<file path="src/rtl/jbu_pkg.sv">
package jbu_pkg;
  localparam int INSN_W   = 16;
  localparam int REL_W    = 12;
  localparam int BR_W     = 7;
  localparam int ABS_HI_W = 6;
  localparam int CYC_W    = 2;

  typedef enum logic [2:0] {
    K_SEQ1,
    K_SEQ2,
    K_RJMP,
    K_JMP,
    K_IJMP,
    K_BR
  } kind_t;

  typedef enum logic [2:0] {
    SEL_C = 3'b000,
    SEL_Z = 3'b001,
    SEL_S = 3'b100
  } fsel_t;
endpackage

</file>
<file path="src/rtl/jbu_decode.sv">
module jbu_decode
  import jbu_pkg::*;
(
  input  logic [INSN_W-1:0] insn,
  output kind_t             kind,
  output logic [2:0]        sel,
  output logic              pol_clear
);
  logic is_rjmp, is_jmp, is_ijmp, is_brf, is_two, sel_ok;

  assign sel       = insn[2:0];
  assign pol_clear = insn[10];
  assign sel_ok    = (sel == SEL_C) || (sel == SEL_Z) || (sel == SEL_S);

  assign is_rjmp = (insn[15:12] == 4'b1100);
  assign is_jmp  = (insn[15:9] == 7'b1001010) && (insn[3:1] == 3'b110);
  assign is_ijmp = (insn == 16'h9409);
  assign is_brf  = (insn[15:11] == 5'b11110) && sel_ok;
  assign is_two  = (insn[15:10] == 6'b100100) && (insn[3:0] == 4'b0000);

  always_comb begin
    if (is_rjmp)      kind = K_RJMP;
    else if (is_jmp)  kind = K_JMP;
    else if (is_ijmp) kind = K_IJMP;
    else if (is_brf)  kind = K_BR;
    else if (is_two)  kind = K_SEQ2;
    else              kind = K_SEQ1;
  end
endmodule

</file>
<file path="src/rtl/jbu_cond.sv">
module jbu_cond
  import jbu_pkg::*;
(
  input  logic [2:0] sel,
  input  logic       pol_clear,
  input  logic       flag_z,
  input  logic       flag_c,
  input  logic       flag_s,
  output logic       take
);
  logic flag;

  always_comb begin
    case (sel)
      SEL_Z:   flag = flag_z;
      SEL_S:   flag = flag_s;
      default: flag = flag_c;
    endcase
  end

  assign take = flag ^ pol_clear;
endmodule

</file>
<file path="src/rtl/jbu_target.sv">
module jbu_target
  import jbu_pkg::*;
#(
  parameter int PC_W = 22,
  parameter int Z_W  = 16
) (
  input  logic [PC_W-1:0]   pc,
  input  logic [INSN_W-1:0] insn,
  input  logic [INSN_W-1:0] insn2,
  input  logic [Z_W-1:0]    zptr,
  output logic [PC_W-1:0]   rel_tgt,
  output logic [PC_W-1:0]   br_tgt,
  output logic [PC_W-1:0]   abs_tgt,
  output logic [PC_W-1:0]   ind_tgt,
  output logic [PC_W-1:0]   inc1,
  output logic [PC_W-1:0]   inc2
);
  localparam int ABS_W = ABS_HI_W + INSN_W;

  logic [PC_W-1:0]  rel_ext, br_ext;
  logic [ABS_W-1:0] abs_raw;

  assign rel_ext = {{(PC_W-REL_W){insn[REL_W-1]}}, insn[REL_W-1:0]};
  assign br_ext  = {{(PC_W-BR_W){insn[9]}}, insn[9:3]};
  assign abs_raw = {insn[8:4], insn[0], insn2};

  assign inc1    = pc + PC_W'(1);
  assign inc2    = pc + PC_W'(2);
  assign rel_tgt = inc1 + rel_ext;
  assign br_tgt  = inc1 + br_ext;
  assign abs_tgt = PC_W'(abs_raw);
  assign ind_tgt = PC_W'(zptr);
endmodule

</file>
<file path="src/rtl/jbu_next_pc.sv">
module jbu_next_pc
  import jbu_pkg::*;
#(
  parameter int PC_W = 22,
  parameter int Z_W  = 16
) (
  input  logic              clk,
  input  logic              rst,
  input  logic              in_valid,
  input  logic [PC_W-1:0]   pc_i,
  input  logic [15:0]       insn_i,
  input  logic [15:0]       insn2_i,
  input  logic [Z_W-1:0]    zptr_i,
  input  logic              flag_z,
  input  logic              flag_c,
  input  logic              flag_s,
  output logic              out_valid,
  output logic [PC_W-1:0]   npc_o,
  output logic              taken_o,
  output logic [1:0]        cycles_o
);
  kind_t            kind;
  logic [2:0]       sel;
  logic             pol_clear, take;
  logic [PC_W-1:0]  rel_tgt, br_tgt, abs_tgt, ind_tgt, inc1, inc2;
  logic [PC_W-1:0]  nxt;
  logic             nxt_tk;
  logic [CYC_W-1:0] nxt_cyc;

  jbu_decode u_dec (
    .insn(insn_i), .kind(kind), .sel(sel), .pol_clear(pol_clear)
  );

  jbu_cond u_cond (
    .sel(sel), .pol_clear(pol_clear),
    .flag_z(flag_z), .flag_c(flag_c), .flag_s(flag_s), .take(take)
  );

  jbu_target #(.PC_W(PC_W), .Z_W(Z_W)) u_tgt (
    .pc(pc_i), .insn(insn_i), .insn2(insn2_i), .zptr(zptr_i),
    .rel_tgt(rel_tgt), .br_tgt(br_tgt), .abs_tgt(abs_tgt),
    .ind_tgt(ind_tgt), .inc1(inc1), .inc2(inc2)
  );

  always_comb begin
    nxt     = inc1;
    nxt_tk  = 1'b0;
    nxt_cyc = CYC_W'(1);
    case (kind)
      K_RJMP: begin nxt = rel_tgt; nxt_tk = 1'b1; nxt_cyc = CYC_W'(2); end
      K_JMP:  begin nxt = abs_tgt; nxt_tk = 1'b1; nxt_cyc = CYC_W'(3); end
      K_IJMP: begin nxt = ind_tgt; nxt_tk = 1'b1; nxt_cyc = CYC_W'(2); end
      K_BR: begin
        if (take) begin
          nxt = br_tgt; nxt_tk = 1'b1; nxt_cyc = CYC_W'(2);
        end
      end
      K_SEQ2:  nxt = inc2;
      default: nxt = inc1;
    endcase
  end

  always_ff @(posedge clk) begin
    if (rst) begin
      out_valid <= 1'b0;
      npc_o     <= '0;
      taken_o   <= 1'b0;
      cycles_o  <= '0;
    end else begin
      out_valid <= in_valid;
      if (in_valid) begin
        npc_o    <= nxt;
        taken_o  <= nxt_tk;
        cycles_o <= nxt_cyc;
      end
    end
  end

  assert_valid_follows_R2: assert property (@(posedge clk) disable iff (rst)
    in_valid |=> out_valid);
  assert_valid_drops_R2: assert property (@(posedge clk) disable iff (rst)
    !in_valid |=> !out_valid);
  assert_taken_cost_R6: assert property (@(posedge clk) disable iff (rst)
    (out_valid && taken_o) |-> (cycles_o >= 2'd2));
  assert_seq_cost_R7: assert property (@(posedge clk) disable iff (rst)
    (out_valid && !taken_o) |-> (cycles_o == 2'd1));
  assert_ind_target_R5: assert property (@(posedge clk) disable iff (rst)
    (in_valid && insn_i == 16'h9409) |=> (npc_o == PC_W'($past(zptr_i))));
  assert_hold_R12: assert property (@(posedge clk) disable iff (rst)
    !in_valid |=> ($stable(npc_o) && $stable(cycles_o)));
endmodule

</file>
<file path="config.mk">
export PLATFORM = sky130hd
export DESIGN_NAME = jbu_next_pc
export DESIGN_NICKNAME = d
export VERILOG_FILES = /design/src/rtl/jbu_pkg.sv /design/src/rtl/jbu_decode.sv /design/src/rtl/jbu_cond.sv /design/src/rtl/jbu_target.sv /design/src/rtl/jbu_next_pc.sv
export SDC_FILE = /design/constraint.sdc
export NUM_CORES = 1
export LEC_CHECK = 0
export CORE_MARGIN = 2
export CORE_UTILIZATION = 47
export DETAILED_ROUTE_END_ITERATION = 6
export GPL_ROUTABILITY_DRIVEN = 0
export PLACE_DENSITY = 0.89
export SLEW_MARGIN = 20
export SYNTH_ARGS = -nofsm -noshare
export SYNTH_HDL_FRONTEND = slang
export SYNTH_SLANG_ARGS = --single-unit
</file>
<file path="constraint.sdc">
create_clock -name clk -period 3.8 [get_ports clk]
set_input_delay 0.76 -clock clk [delete_from_list [all_inputs] [get_ports clk]]
set_output_delay 0.76 -clock clk [all_outputs]
set_load 0.005 [all_outputs]
</file>
==> impl_metrics.csv, run 1 <==
group,metric,value,unit
place,post-place-ws,-735,ps
synthesis,syn_avg_cell_area,7.16,um2
outcome,lastStage,"global routing (5_1_grt)",
synthesis,post-synth-top-area-cell,"ha_1",
synthesis,async_flop_share,0,%
die,core.rowCount,35,
place,port_buffers,101,
synthesis,synth.area.mux_share,0.443,%
grt,globalRoute.totalOverflow,6,
synthesis,syn_inst,631,
die,die_x,102,um
synthesis,synth-xor-area-share,13.6,%
synthesis,synth_edf_count,0,
synthesis,yosys-top-cells-count,"71 x nor2_1, 61 x nand2_1, 45 x ha_1, 42 x xnor2_1, 39 x a21oi_1",
synthesis,synth.most_common_cell,"nor2_1",
synthesis,ys_types,60,
die,fp.dieH,102,um
synthesis,yosysTopAreaCellShare,12.5,%
place,dp_hpwl,16100,um
synthesis,synth_top_family_by_area,"compound AO/OA/AOI/OAI gates",
grt,grt_max_degree,34,
cts,cts_root_buf,"clkbuf_8",
die,start_util,48.7,%
synthesis,yosys.area_share.adder,13.3,%
cts,cts.sinks,26,
die,io_pins,102,
cts,clk_path_buf_depth,2,
synthesis,synthFlopType,"dfxtp_1",
cts,cts-hold-fix-buffers,0,
cts,cts_buffers,3,
synthesis,synthTopCellsByArea,"ha_1 12%, dfxtp_1 12%, xnor2_1 8.1%",
synthesis,netlist_area,4520,um2
timing,worstEndpointType,"sequential cell input",
synthesis,synth_seq_cells,26,
grt,grtUsageTotal,66.9,%
outcome,error,"[ERROR GRT-0232] Routing congestion too high. Check the congestion heatmap in the GUI.",
timing,crit_endpoint,"npc_o[20]$_SDFFE_PP0P_/D",
cts,h-tree-depth,1,
place,dp.cells,989,
synthesis,synthSimpleGateAreaFrac,26.7,%
synthesis,yosysWarningCount,0,
synthesis,ys_seq_area_share,11.5,%
synthesis,synth_nets,754,
synthesis,synth_compound_area_share,30.6,%
outcome,status,"aborted with a tool error",
## stage by stage
stage	setup TNS [ps]	util, %	instance area [um2]
3_3_place_gp	-5470	73.0	6780
2_1_floorplan	-29.3	-	4540
3_5_place_dp	-7780	73.0	6780
4_1_cts	0	77.0	7150
## layer usage
layer | global-route usage [%] | GRT overflow
met1 | 66.6 | 1
met2 | 82.0 | 3
met3 | 54.6 | 0
met4 | 63.8 | 2
met5 | 26.4 | 0
## repair_timing
item                                    CTS
pin swaps                                21
resized for setup                        64
endpoints found under the setup margin   13
buffers inserted                          7
## kinds of logic after synthesis
kind of cell    count (synthesis)
fa+ha+maj                      47
xor+xnor                       70
buf+inv                        43
mux                             2
flops                          26
simple gates                  246
compound gates                197
==> inputs of run 2 (changes only) <==
Settings changed: CORE_UTILIZATION 47 to 40, PLACE_DENSITY 0.89 to not set, PLACE_DENSITY_LB_ADDON set to 0.15.
Clock period 3.8 ns to 4.9 ns, I/O delays scaled along.
==> impl_metrics.csv, run 2 <==
group,metric,value,unit
synthesis,synth.most_common_cell,"nor2_1",
drt,route.final.wire_length,18200,um
pwr,peakVddDrop,0.171,mV
grt,globalRoute.totalOverflow,0,
drt,via_count,5635,
cts,path_clk_slew,70,ps
finish,final_cell_mix,"101 x clkdlybuf4s50_1, 71 x nor2_1, 61 x nand2_1",
drt,post_drt_wl_per_cell,20.2,um
timing,hold_viol,0,
grt,grtUsageTotal,29.4,%
setup_path,slowest_delay,580,ps
finish,regMostFlops,"npc_o",
finish,num_antenna_cells,0,
cts,cts_root_buf,"clkbuf_16",
finish,final_layout_size_suffix_gt1_share,9.09,%
pwr,total_power,0.00108,W
grt,grt_pass1_vias,5337,
timing,worst_slew_pin_slew,676,ps
synthesis,async_flop_share,0,%
timing,fin_crit_sh,96.0,%
setup_path,path_max_fanout,5,
flow_run,maxCapViolations,0,
synthesis,synth.area.mux_share,0.443,%
die,core_area,10900,um2
synthesis,yosysTopAreaCellShare,12.5,%
synthesis,ys_types,60,
synthesis,ys_seq_area_share,11.5,%
setup_path,cp-start-kind,"input port",
timing,max_freq,0.213,GHz
cts,cts.sinks,26,
drt,avgViaCountPerCell,6.27,
synthesis,netlist_area,4520,um2
setup_path,critPathTopFamily,"simple AND/OR/NAND/NOR gates",
synthesis,synth_compound_area_share,30.6,%
timing,finalSetupViolations,0,
grt,antenna_found_initial,0,
die,core.rowCount,38,
synthesis,syn_avg_cell_area,7.16,um2
cts,post_cts_buffers,0,
cts,clk_latency,270,ps
cts,cts_buffers,3,
die,io_pins,102,
synthesis,synthTopCellsByArea,"ha_1 12%, dfxtp_1 12%, xnor2_1 8.1%",
finish,top_regs,"npc_o: 22 flops, cycles_o: 2 flops",
synthesis,synth_top_family_by_area,"compound AO/OA/AOI/OAI gates",
grt,grt_max_degree,42,
pwr,leakagePower,2.36,nW
grt,grt_first_pass_wirelength,27200,um
die,fp.dieH,110,um
timing,drv_slew,0,
synthesis,synth_nets,754,
setup_path,worst-endpoint-arrival,4880,ps
synthesis,synthFlopType,"dfxtp_1",
die,die_area,12200,um2
setup_path,crit_slowest_cell,"clkdlybuf4s50_1",
drt,first_iter_violations,476,
synthesis,yosysWarningCount,0,
synthesis,synth_edf_count,0,
finish,fill_cells,1026,
synthesis,synth_seq_cells,26,
setup_path,r2r_slack,3490,ps
drt,ant_nets,0,
synthesis,synth-xor-area-share,13.6,%
synthesis,syn_inst,631,
finish,nNetsFinal,883,
cts,h-tree-depth,1,
drt,post-route-drc-count,0,
die,start_util,41.3,%
place,dp_hpwl,14700,um
pwr,power_density,177,nW/um2
timing,slew_headroom,54.9,%
hold_path,hold_path_class,"reg -> reg",
finish,layout-area-overhead-vs-synth,35.2,%
cts,clk_path_buf_depth,2,
timing,rsz0062_at_grt,"no",
finish,largest_reg_flops,22,
setup_path,worstPathRequired,5070,ps
setup_path,cp_cell_sequence,"clkdlybuf4s50_1 -> ha_1 -> nand2_1 -> or3_1 -> xnor2_1 -> ha_1 -> and4_1 -> and3_1 -> a31oi_1 -> o211ai_1 -> a221oi_1 -> buf_4 -> xnor2_1 -> nand2_1 -> a311oi_1",
setup_path,critPathBufInv,2,
synthesis,yosys.area_share.adder,13.3,%
synthesis,post-synth-top-area-cell,"ha_1",
finish,final_common_cell,"clkdlybuf4s50_1",
setup_path,endpoint_kind,"flip-flop",
setup_path,worstSetupPathType,"in -> reg",
timing,skew,0,ps
cts,cts_tree,"done",
drt,dr.pass1.iters,5,
synthesis,synthSimpleGateAreaFrac,26.7,%
die,die_x,110,um
timing,period_needed,4710,ps
synthesis,yosys-top-cells-count,"71 x nor2_1, 61 x nand2_1, 45 x ha_1, 42 x xnor2_1, 39 x a21oi_1",
finish,final_core_util,55.9,%
place,port_buffers,101,
outcome,status,"finished, final reports clean",
==> run 2: cell counts after synthesis <==
Identical to the previous run, type by type.
==> run 2: path summary, 6_finish.rpt <==
| path | start | endpoint | depth (start not counted) |
|---|---|---|---|
| max reg2reg | npc_o[12]$_SDFFE_PP0P_ | npc_o[12]$_SDFFE_PP0P_ | 5 |
| min | cycles_o[1]$_SDFFE_PP0P_ | cycles_o[1]$_SDFFE_PP0P_ | 2 |
| max | pc_i[0] | npc_o[21]$_SDFFE_PP0P_ | 15 |
| min reg2reg | cycles_o[1]$_SDFFE_PP0P_ | cycles_o[1]$_SDFFE_PP0P_ | 2 |
==> run 2: layout make-up <==
class | count | area (um2) | area share, %
multi-input combinational | 562 | 3860 | 63.1
timing repair buffer | 153 | 1400 | 22.9
sequential | 26 | 520 | 8.52
tap | 140 | 175 | 2.87
clock buffer | 3 | 75.1 | 1.23
inverter | 14 | 52.6 | 0.860
clock inverter | 1 | 30.0 | 0.491
==> run 2: cells by family after synthesis <==
group	Yosys count
adders and majority gates	47
xor gates and xnor gates	70
and+or+nand+nor	246
buffers and inverters	43
AOI/OAI and AO/OA	197
DFF	26
muxes	2
==> run 2: tightest hold or removal path, cell delays in order, from the launching register on <==
cell and delay, ps:
dfxtp_1 320, nand2_1 60, a21oi_1 60
==> run 2: where the power goes <==
part	internal (W)	switching [W]	leakage (nW)
Clock	0.000163	0.0000925	0.0511
Sequential	0.000226	0.00000840	0.216
Combinational	0.000278	0.000315	2.10
Total	0.000667	0.000416	2.36
==> run 2: metal layers <==
metal | track usage, % | share of wire, % | vias up
li1 | - | - | 2669
met1 | 38.2 | 42 | 2570
met2 | 46.8 | 44 | 323
met3 | 4.41 | 8.0 | 73
met4 | 16.0 | 6.0 | 0
met5 | 0 | 0 | -
==> run 2: repair_timing <==
| item | CTS | global route |
|---|---|---|
| gates resized for setup | 0 | 4 |
| hold buffers | 0 | 0 |
| setup endpoints to repair | 0 | 4 |
==> run 2: through the flow <==
| stage | hold WS (ps) | instances | cell area, um2 | setup TNS (ps) | worst slack (ps) |
|---|---|---|---|---|---|
| global placement | 454 | 895 | 5990 | -18.5 | -18.5 |
| detailed placement | 462 | 895 | 5990 | -258 | -121 |
| CTS | 476 | 899 | 6090 | 0 | 176 |
| global route | 498 | 899 | 6110 | 0 | 7.79 |
| floorplan | 462 | 631 | 4520 | 0 | 788 |
| finish | 477 | 899 | 6110 | 0 | 195 |
Power figures use the tool's default switching activity.
